==> src/rtl/fsg_pkg.sv <==
package fsg_pkg;
   localparam int STAT_W   = 8;
   localparam int B_POLL   = 7;
   localparam int B_OPTOG  = 6;
   localparam int B_FAIL   = 5;
   localparam int B_WIN    = 3;
   localparam int B_SECTOG = 2;
   localparam int N_TOG    = 2;
   localparam int T_OP     = 0;
   localparam int T_SECT   = 1;
   typedef logic [STAT_W-1:0] stat_t;
endpackage

==> src/rtl/fsg_sect_dec.sv <==
module fsg_sect_dec #(
   parameter int ADDR_W = 19,
   parameter int SECT_W = 3,
   localparam int N_SECT = 1 << SECT_W
) (
   input  logic [ADDR_W-1:0] addr_i,
   input  logic [N_SECT-1:0] mask_i,
   output logic              hit_o
);
   logic [SECT_W-1:0] idx;
   logic              unused_low;

   assign idx        = addr_i[ADDR_W-1 -: SECT_W];
   assign unused_low = ^addr_i[ADDR_W-SECT_W-1:0];
   assign hit_o      = mask_i[idx];
endmodule

==> src/rtl/fsg_toggle.sv <==
module fsg_toggle #(
   parameter int N = 2
) (
   input  logic         clk,
   input  logic         rst_n,
   input  logic         stb_i,
   input  logic [N-1:0] en_i,
   output logic [N-1:0] tog_o
);
   logic stb_q;
   logic rise;

   assign rise = stb_i & ~stb_q;

   always_ff @(posedge clk or negedge rst_n) begin
      if (!rst_n) stb_q <= 1'b0;
      else        stb_q <= stb_i;
   end

   for (genvar g = 0; g < N; g++) begin : g_tog
      always_ff @(posedge clk or negedge rst_n) begin
         if (!rst_n)                tog_o[g] <= 1'b0;
         else if (rise && en_i[g])  tog_o[g] <= ~tog_o[g];
      end
   end
endmodule

==> src/rtl/fsg_fail.sv <==
module fsg_fail #(
   parameter bit STICKY = 1'b1
) (
   input  logic clk,
   input  logic rst_n,
   input  logic set_i,
   input  logic clr_i,
   output logic fail_o
);
   logic nxt;

   if (STICKY) begin : g_sticky
      assign nxt = ~clr_i & (fail_o | set_i);
   end else begin : g_follow
      assign nxt = ~clr_i & set_i;
   end

   always_ff @(posedge clk or negedge rst_n) begin
      if (!rst_n) fail_o <= 1'b0;
      else        fail_o <= nxt;
   end
endmodule

==> src/rtl/flash_status_gen.sv <==
module flash_status_gen
   import fsg_pkg::*;
#(
   parameter int ADDR_W      = 19,
   parameter int SECT_W      = 3,
   parameter bit FAIL_STICKY = 1'b1,
   localparam int N_SECT     = 1 << SECT_W
) (
   input  logic              clk,
   input  logic              rst_n,
   input  logic              busy_i,
   input  logic              erase_i,
   input  logic              prog_i,
   input  logic              susp_i,
   input  logic [7:0]        prog_data_i,
   input  logic [N_SECT-1:0] sect_mask_i,
   input  logic              tmo_i,
   input  logic              fail_clr_i,
   input  logic [ADDR_W-1:0] rd_addr_i,
   input  logic              rd_stb_i,
   output logic [7:0]        status_o,
   output logic              sel_status_o
);
   if (SECT_W < 1 || SECT_W >= ADDR_W) begin : g_bad_sect
      $error("SECT_W must lie between 1 and ADDR_W-1");
   end
   if (STAT_W != 8) begin : g_bad_stat
      $error("status byte must be 8 bits");
   end

   logic             in_sect;
   logic             fail_q;
   logic [N_TOG-1:0] tog_en;
   logic [N_TOG-1:0] tog_q;
   logic             poll;
   logic             unused_data;
   stat_t            st;

   fsg_sect_dec #(.ADDR_W(ADDR_W), .SECT_W(SECT_W)) u_dec (
      .addr_i (rd_addr_i),
      .mask_i (sect_mask_i),
      .hit_o  (in_sect)
   );

   fsg_fail #(.STICKY(FAIL_STICKY)) u_fail (
      .clk    (clk),
      .rst_n  (rst_n),
      .set_i  (tmo_i & busy_i),
      .clr_i  (fail_clr_i),
      .fail_o (fail_q)
   );

   assign tog_en[T_OP]   = busy_i | fail_q;
   assign tog_en[T_SECT] = in_sect & ((busy_i & erase_i) | susp_i);

   fsg_toggle #(.N(N_TOG)) u_tog (
      .clk   (clk),
      .rst_n (rst_n),
      .stb_i (rd_stb_i),
      .en_i  (tog_en),
      .tog_o (tog_q)
   );

   assign unused_data = ^prog_data_i[6:0];

   always_comb begin
      if (prog_i)                poll = ~prog_data_i[7];
      else if (susp_i && !busy_i) poll = 1'b1;
      else                       poll = 1'b0;
   end

   always_comb begin
      st           = '0;
      st[B_POLL]   = poll;
      st[B_OPTOG]  = tog_q[T_OP];
      st[B_FAIL]   = fail_q;
      st[B_WIN]    = erase_i | susp_i;
      st[B_SECTOG] = tog_q[T_SECT];
   end

   assign status_o     = st;
   assign sel_status_o = busy_i | fail_q | (susp_i & in_sect);
endmodule

==> config.mk <==
export PLATFORM = sky130hd
export DESIGN_NAME = flash_status_gen
export DESIGN_NICKNAME = d
export VERILOG_FILES = /design/src/rtl/fsg_pkg.sv /design/src/rtl/fsg_sect_dec.sv /design/src/rtl/fsg_toggle.sv /design/src/rtl/fsg_fail.sv /design/src/rtl/flash_status_gen.sv
export SDC_FILE = /design/constraint.sdc
export NUM_CORES = 1
export LEC_CHECK = 0
export ABC_AREA = 1
export BUFFER_PORTS_ARGS = -buffer_cell sky130_fd_sc_hd__buf_4
export CAP_MARGIN = 10
export CORE_AREA = 2 2 39 41
export DETAILED_ROUTE_END_ITERATION = 16
export DIE_AREA = 0 0 41 43
export PLACE_DENSITY = 0.74
export SLEW_MARGIN = 20
export SYNTH_ARGS = -nofsm -noshare
export SYNTH_HDL_FRONTEND = slang
export SYNTH_SLANG_ARGS = --single-unit
==> constraint.sdc <==
create_clock -name clk -period 1.7 [get_ports clk]
set_input_delay 0.085 -clock clk [delete_from_list [all_inputs] [get_ports clk]]
set_output_delay 0.085 -clock clk [all_outputs]
set_load 0.005 [all_outputs]
==> results of run 1 <==
-- area by class of cell --
cell class	instances	area [sq um]	area share
sequential	4	100	0.171
tap	16	20.0	0.0341
inverter	11	41.3	0.0704
timing repair buffer	29	225	0.384
clock buffer	3	22.5	0.0384
multi-input combinational	35	178	0.303
-- cell usage in the layout, fill, tap and decap left out, types with 3 or more instances in the layout --
cell type | synthesis | layout
nand2_1 | 11 | 11
nand3_2 | 3 | 3
inv_1 | 10 | 10
nand3_1 | 3 | 3
conb_1 | 1 | 3
buf_4 | 5 | 26
dlygate4sd3_1 | 0 | 3
clkbuf_4 | 0 | 3
dfrtp_1 | 4 | 4
nor2_1 | 6 | 6
-- final timing paths --
kind | to | cells after the start | startpoint
max in group asynchronous | u_fail.fail_o | 2 | rst_n
hold / removal | u_fail.fail_o | 3 | tmo_i
setup reg to reg | u_tog.tog_o[1] | 6 | u_tog.stb_q
min in group asynchronous | u_tog.stb_q | 2 | rst_n
hold reg to reg | u_tog.tog_o[0] | 1 | u_tog.tog_o[0]
setup / recovery | sel_status_o | 3 | u_fail.fail_o
-- tightest hold or removal path, stage by stage --
cell	delay (ns)
buf_4	0.08
a21oi_1	0.05
nor2_1	0.08
-- cells by family after synthesis --
kind of cell | count (synthesis) | synth area share
AND/OR/NAND/NOR | 28 | 0.409
other | 1 | 0.0107
AO/OA/AOI/OAI | 3 | 0.0430
XOR/XNOR | 1 | 0.0251
buffers and inverters | 16 | 0.226
flip-flops | 4 | 0.287
-- power by group --
part / internal, mW / total, mW / switching (mW)
Sequential: 0.117 / 0.131 / 0.0143
Combinational: 0.0852 / 0.140 / 0.0550
Clock: 0.0786 / 0.112 / 0.0336
-- registers in the layout (all words and copies together), names as in the netlist --
register	cells
u_tog.stb_q	1
u_fail.fail_o	1
u_tog.tog_o	2
-- layer usage --
metal,up-vias,wire length (um),track usage
met1,172,283,0.105
li1,210,-,-
met3,2,31,0.0157
met5,-,0,0
met2,9,480,0.181
met4,0,14,0.100
==> flow_summary.ini, run 1 <==
[outcome]
run_status = completed

[cts]
cts_tree = built
clk_latency_ns = 0.23
cts_num_sinks = 4
clk_pin_slew_worst_paths_ns = 0.03
root_buffer = clkbuf_4
cts_buffer_depth = 2
cts_setup_buffers = 0
cts_resized = 0
cts_max_level = 1
cts_buffers = 3
hold_buffers = 3

[synth]
syn_inst = 53
avgSynthCellArea_sq_um = 6.59
synth.most_common_cell = nand2_1
async_flop_share = 1.00
netlist_area_sq_um = 349
ys.flop_type = dfrtp_1
yosys.area.top_type = dfrtp_1
synthTopCellsByCount = nand2_1, inv_1, nor2_1
synth.ff_latch_count = 4
synth_edf_count = 0
synth_warnings = 0
netlist.area_leader.share = 0.287
synthTopCellsByArea = dfrtp_1, nand2_1, buf_4
yosysSeqAreaShare = 0.287
ys_types = 16

[worst_setup_path]
cp-end-kind = primary output
crit_type = flip-flop to primary output
path_delay_family = flip-flops
start_kind = flip-flop
crit_fanout = 3
ff2ff_setup_slack_ns = 0.78
path_buf_inv = 1
crit_chain = nor2_1 > nand2_1 > buf_4
slowest_delay_ns = 0.38
cp_data_required_time_ns = 1.62
slowest_stage = dfrtp_1
cp.arrival_ns = 0.95

[floorplan]
die_x_um = 41
row_count = 14
ios = 53
initial_core_util = 0.252
die_h_um = 43
core_area_sq_um = 1380
die_area_sq_um = 1760

[sta]
hold_viol = 0
tns_ns = 0
hold_ws_ns = 0.106
period_minus_slack_ns = 1.03
setup_viol = 0
rsz0062_at_grt = false
fin_crit_sh = 0.608
max_freq_mhz = 968
fin_worst_skew_ns = 0.000958
slew_viol_final = 0
fin_ws_ns = 0.667

[route]
drt_iter0_markers = 2
drt-total-wl_um = 809
routedWlPerCell_um = 8.26
antenna_left = 0
route.detailed.drc = 0
vias = 393
vias_per_cell = 4.01
dr.pass1.iters = 4

[global_routing]
gr-total-overflow = 0
antenna_found_initial = 0
grt_pass1_vias = 384
grtUsageTotal = 0.109
grt_max_degree = 6
grt_pass1_wl_um = 1300

[placed_design]
io_buffer_count = 26
pre_cts_slack_ns = 0.760
gp_congestion = 0.677
place_inst = 92
dp_hpwl_um = 687
place_area_sq_um = 534

[pwr]
powerDensity_nw_per_um2 = 654
power.leakage_nw = 0.339
p_total_uw = 384
ir_drop_uv = 341

[final_layout]
fin_cells = 98
final_area_sq_um = 587
fillers = 147
fin_util = 0.424
drive_gt1_frac = 0.415
area_growth_syn_to_layout_pct = 68.1
diodes = 0
final_nets = 128

[flow_run]
maxCapViolations = 0

[worst_hold_path]
min_path_type = primary input to flip-flop
Note: power is estimated with default switching activity, not from simulation.
==> inputs of run 2 (changes only) <==
Clock period 1.7 ns to 1 ns, I/O delays scaled along.
==> run 2 against run 1 <==
  * Sequential power grew 71%
  * Global-route usage stayed put
  * Flip-flop and latch count did not move
  * Die area is the same
  * Via count rose by 2.3%
  * Critical path type unchanged
  * Critical endpoint unchanged
==> flow_summary.ini, run 2 (same netlist as run 1, synthesis figures left out) <==
[final_layout]
fillers = 145
multi_input_area_sq_um = 185
diodes = 0
seqCellArea_sq_um = 100
area_growth_syn_to_layout_pct = 72.4
drive_gt1_frac = 0.458
largest_reg_flops = 2
final_nets = 129
layout_common_cells = buf_4, nand2_1, inv_1
final_area_sq_um = 602
fin_util = 0.435
top_regs = u_tog.tog_o x2, u_fail.fail_o x1, u_tog.stb_q x1
final_common_cell = buf_4
fin_cells = 99
largest_register = u_tog.tog_o

[route]
antenna_left = 0
route.detailed.drc = 0
vias_per_cell = 4.06
routedWlPerCell_um = 8.46
dr.pass1.iters = 4
drt-total-wl_um = 838
drt_iter0_markers = 3
vias = 402

[worst_setup_path]
reg2reg_depth = 6
ff2ff_setup_slack_ns = 0.13
path_buf_inv = 1
reg2reg_to = u_tog.tog_o[1]
crit_type = flip-flop to primary output
crit_chain = nor2_2 > nand2_1 > buf_4
path_delay_family = flip-flops
cp.arrival_ns = 0.91
r2r-start = u_tog.stb_q
start_kind = flip-flop
slowest_delay_ns = 0.38
cp-end-kind = primary output
slowest_stage = dfrtp_1
crit_fanout = 2
cp_data_required_time_ns = 0.95

[global_routing]
met1_usage = 0.105
grt_pass1_wl_um = 1300
met2_usage = 0.181
grt_pass1_vias = 384
grt_use_met3 = 0.0157
antenna_found_initial = 0
grtUsageTotal = 0.109
grt_max_degree = 6
grt_busiest_layer = met2
gr-total-overflow = 0

[placed_design]
place_inst = 92
gp_congestion = 0.677
pre_cts_slack_ns = 0.0605
io_buffer_count = 26
place_area_sq_um = 534
dp_hpwl_um = 687

[cts]
cts_buffers = 3
cts_max_level = 1
cts_buffer_depth = 2
cts_num_sinks = 4
root_buffer = clkbuf_4
clk_latency_ns = 0.23
cts_tree = built
clk_pin_slew_worst_paths_ns = 0.03

[floorplan]
ios = 53
row_count = 14
die_x_um = 41
die_area_sq_um = 1760
initial_core_util = 0.252
die_h_um = 43
core_area_sq_um = 1380

[sta]
tns_ns = 0
fin_worst_skew_ns = 0.000958
fin_crit_sh = 0.957
slew_viol_final = 0
setup_viol = 0
hold_ws_ns = 0.0673
fin_ws_ns = 0.0434
hold_viol = 0
max_freq_mhz = 1050
period_minus_slack_ns = 0.957
rsz0062_at_grt = false

[flow_run]
maxCapViolations = 0

[pwr]
power.leakage_nw = 0.345
powerDensity_nw_per_um2 = 1100
p_total_uw = 661
ir_drop_uv = 584

[worst_hold_path]
hp-start = tmo_i
min_path_type = primary input to flip-flop
whs_path_depth = 3
whs_endpoint = u_fail.fail_o

[outcome]
run_status = completed
==> run 2: layer usage <==
metal,up-vias,part of all wire
li1,212,-
met1,179,0.35
met2,9,0.60
met3,2,0.037
met4,0,0.017
met5,-,0
==> run 2: final cells by class <==
class                   count  area share
well taps                  16      0.0333
flip-flops and latches      4       0.166
clock buffers               3      0.0374
inverters                  11      0.0686
repair buffers             30       0.387
multi-input cells          35       0.308
==> run 2: worst reg2reg max path, stage by stage, from the launching register on <==
cell and delay, ns:
dfrtp_1 0.35, inv_1 0.06, nand2_2 0.06, nor2_2 0.11, nand3_2 0.08, nand2_1 0.06
nand2_1 0.05
==> run 2: what timing repair did <==
item                                   in CTS  in global routing
pin swaps                                   0                  1
endpoints found under the hold margin       6                  0
cloned                                      0                  0
buffers inserted                            0                  1
setup endpoints to repair                   1                  2
resized for setup                           1                  2
hold buffers                                3                  0
==> run 2: worst max path at each step <==
stage	from	endpoint	slack [ns]	cells past startpoint
5_1_grt	u_fail.fail_o	sel_status_o	0.01	3
3_5_place_dp	u_tog.stb_q	u_tog.tog_o[1]	0.06	6
2_1_floorplan	u_tog.stb_q	u_tog.tog_o[1]	0.14	6
4_1_cts	rd_stb_i	u_tog.tog_o[1]	0.01	7
3_3_place_gp	u_tog.stb_q	u_tog.tog_o[1]	0.09	6
6_report	u_fail.fail_o	sel_status_o	0.04	3
==> run 2: where the power goes <==
group | internal [mW] | switching [mW]
registers | 0.199 | 0.0246
logic | 0.149 | 0.0971
clock network | 0.134 | 0.0571
total | 0.482 | 0.179
==> inputs of run 3 (changes only) <==
Settings changed: ABC_AREA 1 to not set, PLACE_DENSITY 0.74 to 0.7, SKIP_LAST_GASP set to 1, SYNTH_HIERARCHICAL set to 1.
==> run 3 against run 2 <==
  * The flow now finishes with violations (setup timing)
  * Combinational power is 8.5% higher
  * Setup slack got worse by 0.26 ns
  * Critical path depth increased by 2
  * Via count fell by 29%
  * Synthesized area is 13% lower
  * Clock skew hardly changed
  * Cell area shrank 8.9%
  * First-iteration DRC count shrank 67%
  * Total power increased by 6.6%
  * Routed wire length fell by 16%
  * Clock power rose by 4%
  * Largest power group unchanged
==> flow_summary.ini, run 3 <==
[outcome]
run_status = finished with violations
violations = setup timing

[cts]
clk_pin_slew_worst_paths_ns = 0.04
cts_setup_buffers = 0
cts_buffer_depth = 2
root_buffer = clkbuf_4
cts_max_level = 1
cts_buffers = 3
cts_num_sinks = 4
cts_tree = built
clk_latency_ns = 0.23

[synth]
synth.ff_latch_count = 4
synthMuxAreaShare = 0.242
synth_top_family_by_area = multiplexers
synthAdderAreaFrac = 0
synthTopCellsByCount = buf_4, dfrtp_1, mux4_1, nand3b_1, xnor2_1
synth-compound-area-share = 0.0738
yosys.area.top_type = dfrtp_1
syn_inst = 26
ys_types = 16
synthTopCellsByArea = dfrtp_1, mux4_1, buf_4
netlist_area_sq_um = 305
synth_edf_count = 0
yosysSeqAreaShare = 0.328
async_flop_share = 1.00
synth_warnings = 6
netlist.area_leader.share = 0.328
synthSimpleGateAreaFrac = 0.164
synth.most_common_cell = buf_4
ys.flop_type = dfrtp_1
synth_xor_area_frac = 0.0574
avgSynthCellArea_sq_um = 11.7

[final_layout]
diodes = 0
drive_gt1_frac = 0.655
layout_common_cells = buf_4, dfrtp_1, conb_1, clkbuf_4
fillers = 142
fin_util = 0.396
final_common_cell = buf_4
area_growth_syn_to_layout_pct = 79.5
largest_reg_flops = 2
top_regs = u_tog/tog_o x2, u_fail/fail_o x1, u_tog/stb_q x1
final_nets = 101
final_area_sq_um = 548
largest_register = u_tog/tog_o

[route]
antenna_left = 0
vias = 285
route.detailed.drc = 0
dr.pass1.iters = 3
routedWlPerCell_um = 9.94
drt-total-wl_um = 706
vias_per_cell = 4.01
drt_iter0_markers = 1

[pwr]
p_int_uw = 534
ir_drop_uv = 468
switchingPower_uw = 171
switching_share = 0.243
powerDensity_nw_per_um2 = 1290
power.leakage_nw = 0.280
p_clk_frac = 0.283
combPwrFrac = 0.379
pwr-share-seq = 0.338
p_total_uw = 705

[sta]
period_minus_slack_ns = 1.22
max_freq_mhz = 819
slew_viol_final = 0
tns_ns = -0.318
fin_crit_sh = 1.22
fin_worst_skew_ns = 0.00107
setup_viol = 2
rsz0062_at_grt = true
hold_viol = 0
fin_ws_ns = -0.220

[flow_run]
maxCapViolations = 0

[worst_setup_path]
start_kind = primary input
r2r-start = u_fail/fail_o
path_delay_family = multiplexers
path_depth = 5
path_buf_inv = 2
cp_data_required_time_ns = 0.95
slowest_delay_ns = 0.46
reg2reg_to = u_tog/tog_o[0]
slowest_stage = mux4_2
cp-end-kind = primary output
crit_type = primary input to primary output
cp.arrival_ns = 1.17
crit_chain = buf_4 > mux4_2 > mux2_4 > a21o_1 > buf_6
reg2reg_depth = 3
ff2ff_setup_slack_ns = 0.10
crit_fanout = 2

[global_routing]
grtUsageTotal = 0.0962
grt_pass1_wl_um = 1090
grt_max_degree = 5
gr-total-overflow = 0
grt_pass1_vias = 312
antenna_found_initial = 0

[floorplan]
row_count = 14
die_x_um = 41
die_h_um = 43
ios = 53
core_area_sq_um = 1380
die_area_sq_um = 1760
initial_core_util = 0.221

[placed_design]
place_area_sq_um = 494
gp_congestion = 0.639
io_buffer_count = 26

[worst_hold_path]
min_path_type = primary input to flip-flop
whs_path_depth = 2
whs_endpoint = u_fail/fail_o
hp-start = fail_clr_i
[run 3: cell types whose count changed in the layout (fill, tap and decap cells not counted), moves of 2 or more]
cell and delta:
inv_1 -10, nand2_1 -10, nor2_1 -4, nand3_1 -3, nand3_2 -3, buf_4 -2, mux4_2 +2, nor2_2 -2
xnor2_1 +2
[run 3: worst max path at each step]
stage	slack [ns]	start	to
after floorplan	-0.18	rd_addr_i[16]	u_tog/tog_o[1]
after global placement	-0.31	rd_addr_i[16]	u_tog/tog_o[1]
after detailed placement	-0.36	rd_addr_i[16]	u_tog/tog_o[1]
after CTS	-0.23	rd_addr_i[16]	sel_status_o
after global routing	-0.25	sect_mask_i[5]	sel_status_o
final	-0.22	sect_mask_i[5]	sel_status_o
[run 3: per-stage QoR]
step	worst slack (ns)	hold WS, ns	instances
finish	-0.220	0.0685	71
global route	-0.248	0.0737	71
CTS	-0.228	0.0669	71
detailed placement	-0.361	-0.153	66
global placement	-0.313	-0.151	66
floorplan	-0.179	-0.246	28
[run 3: area by class of cell]
class,instances,area (sq um),area share
Sequential cell,4,100,0.183
Timing Repair Buffer,29,234,0.427
Clock buffer,3,22.5,0.0411
Multi-Input combinational cell,19,171,0.313
Tap cell,16,20.0,0.0365
[run 3: cell families after synthesis]
group,Yosys count
other,1
muxes,4
buffers and inverters,5
AOI/OAI and AO/OA,3
and+or+nand+nor,7
DFF,4
xor gates and xnor gates,2
[run 3: power groups by stage]
stage,sequential (mW),combinational [mW],clock [mW]
final,0.238,0.267,0.199
after global routing,0.243,0.290,0.210
after CTS,0.241,0.270,0.211
after detailed placement,0.244,0.256,0
after global placement,0.246,0.250,0
after floorplan,0.245,0.105,0
[run 3: repair_timing]
item / 4_1_cts / 5_1_grt
resized for setup: 3 / 0
endpoints found under the hold margin: 5 / 0
pin swaps: 2 / 2
endpoints found under the setup margin: 2 / 2
hold buffers: 2 / 0
[run 3: layer usage]
layer,GRT usage,up-vias,part of all wire
met1,0.0660,133,0.28
met3,0.0314,0,0.088
li1,-,143,-
met2,0.178,9,0.63
met4,0.0800,0,0
met5,0,-,0
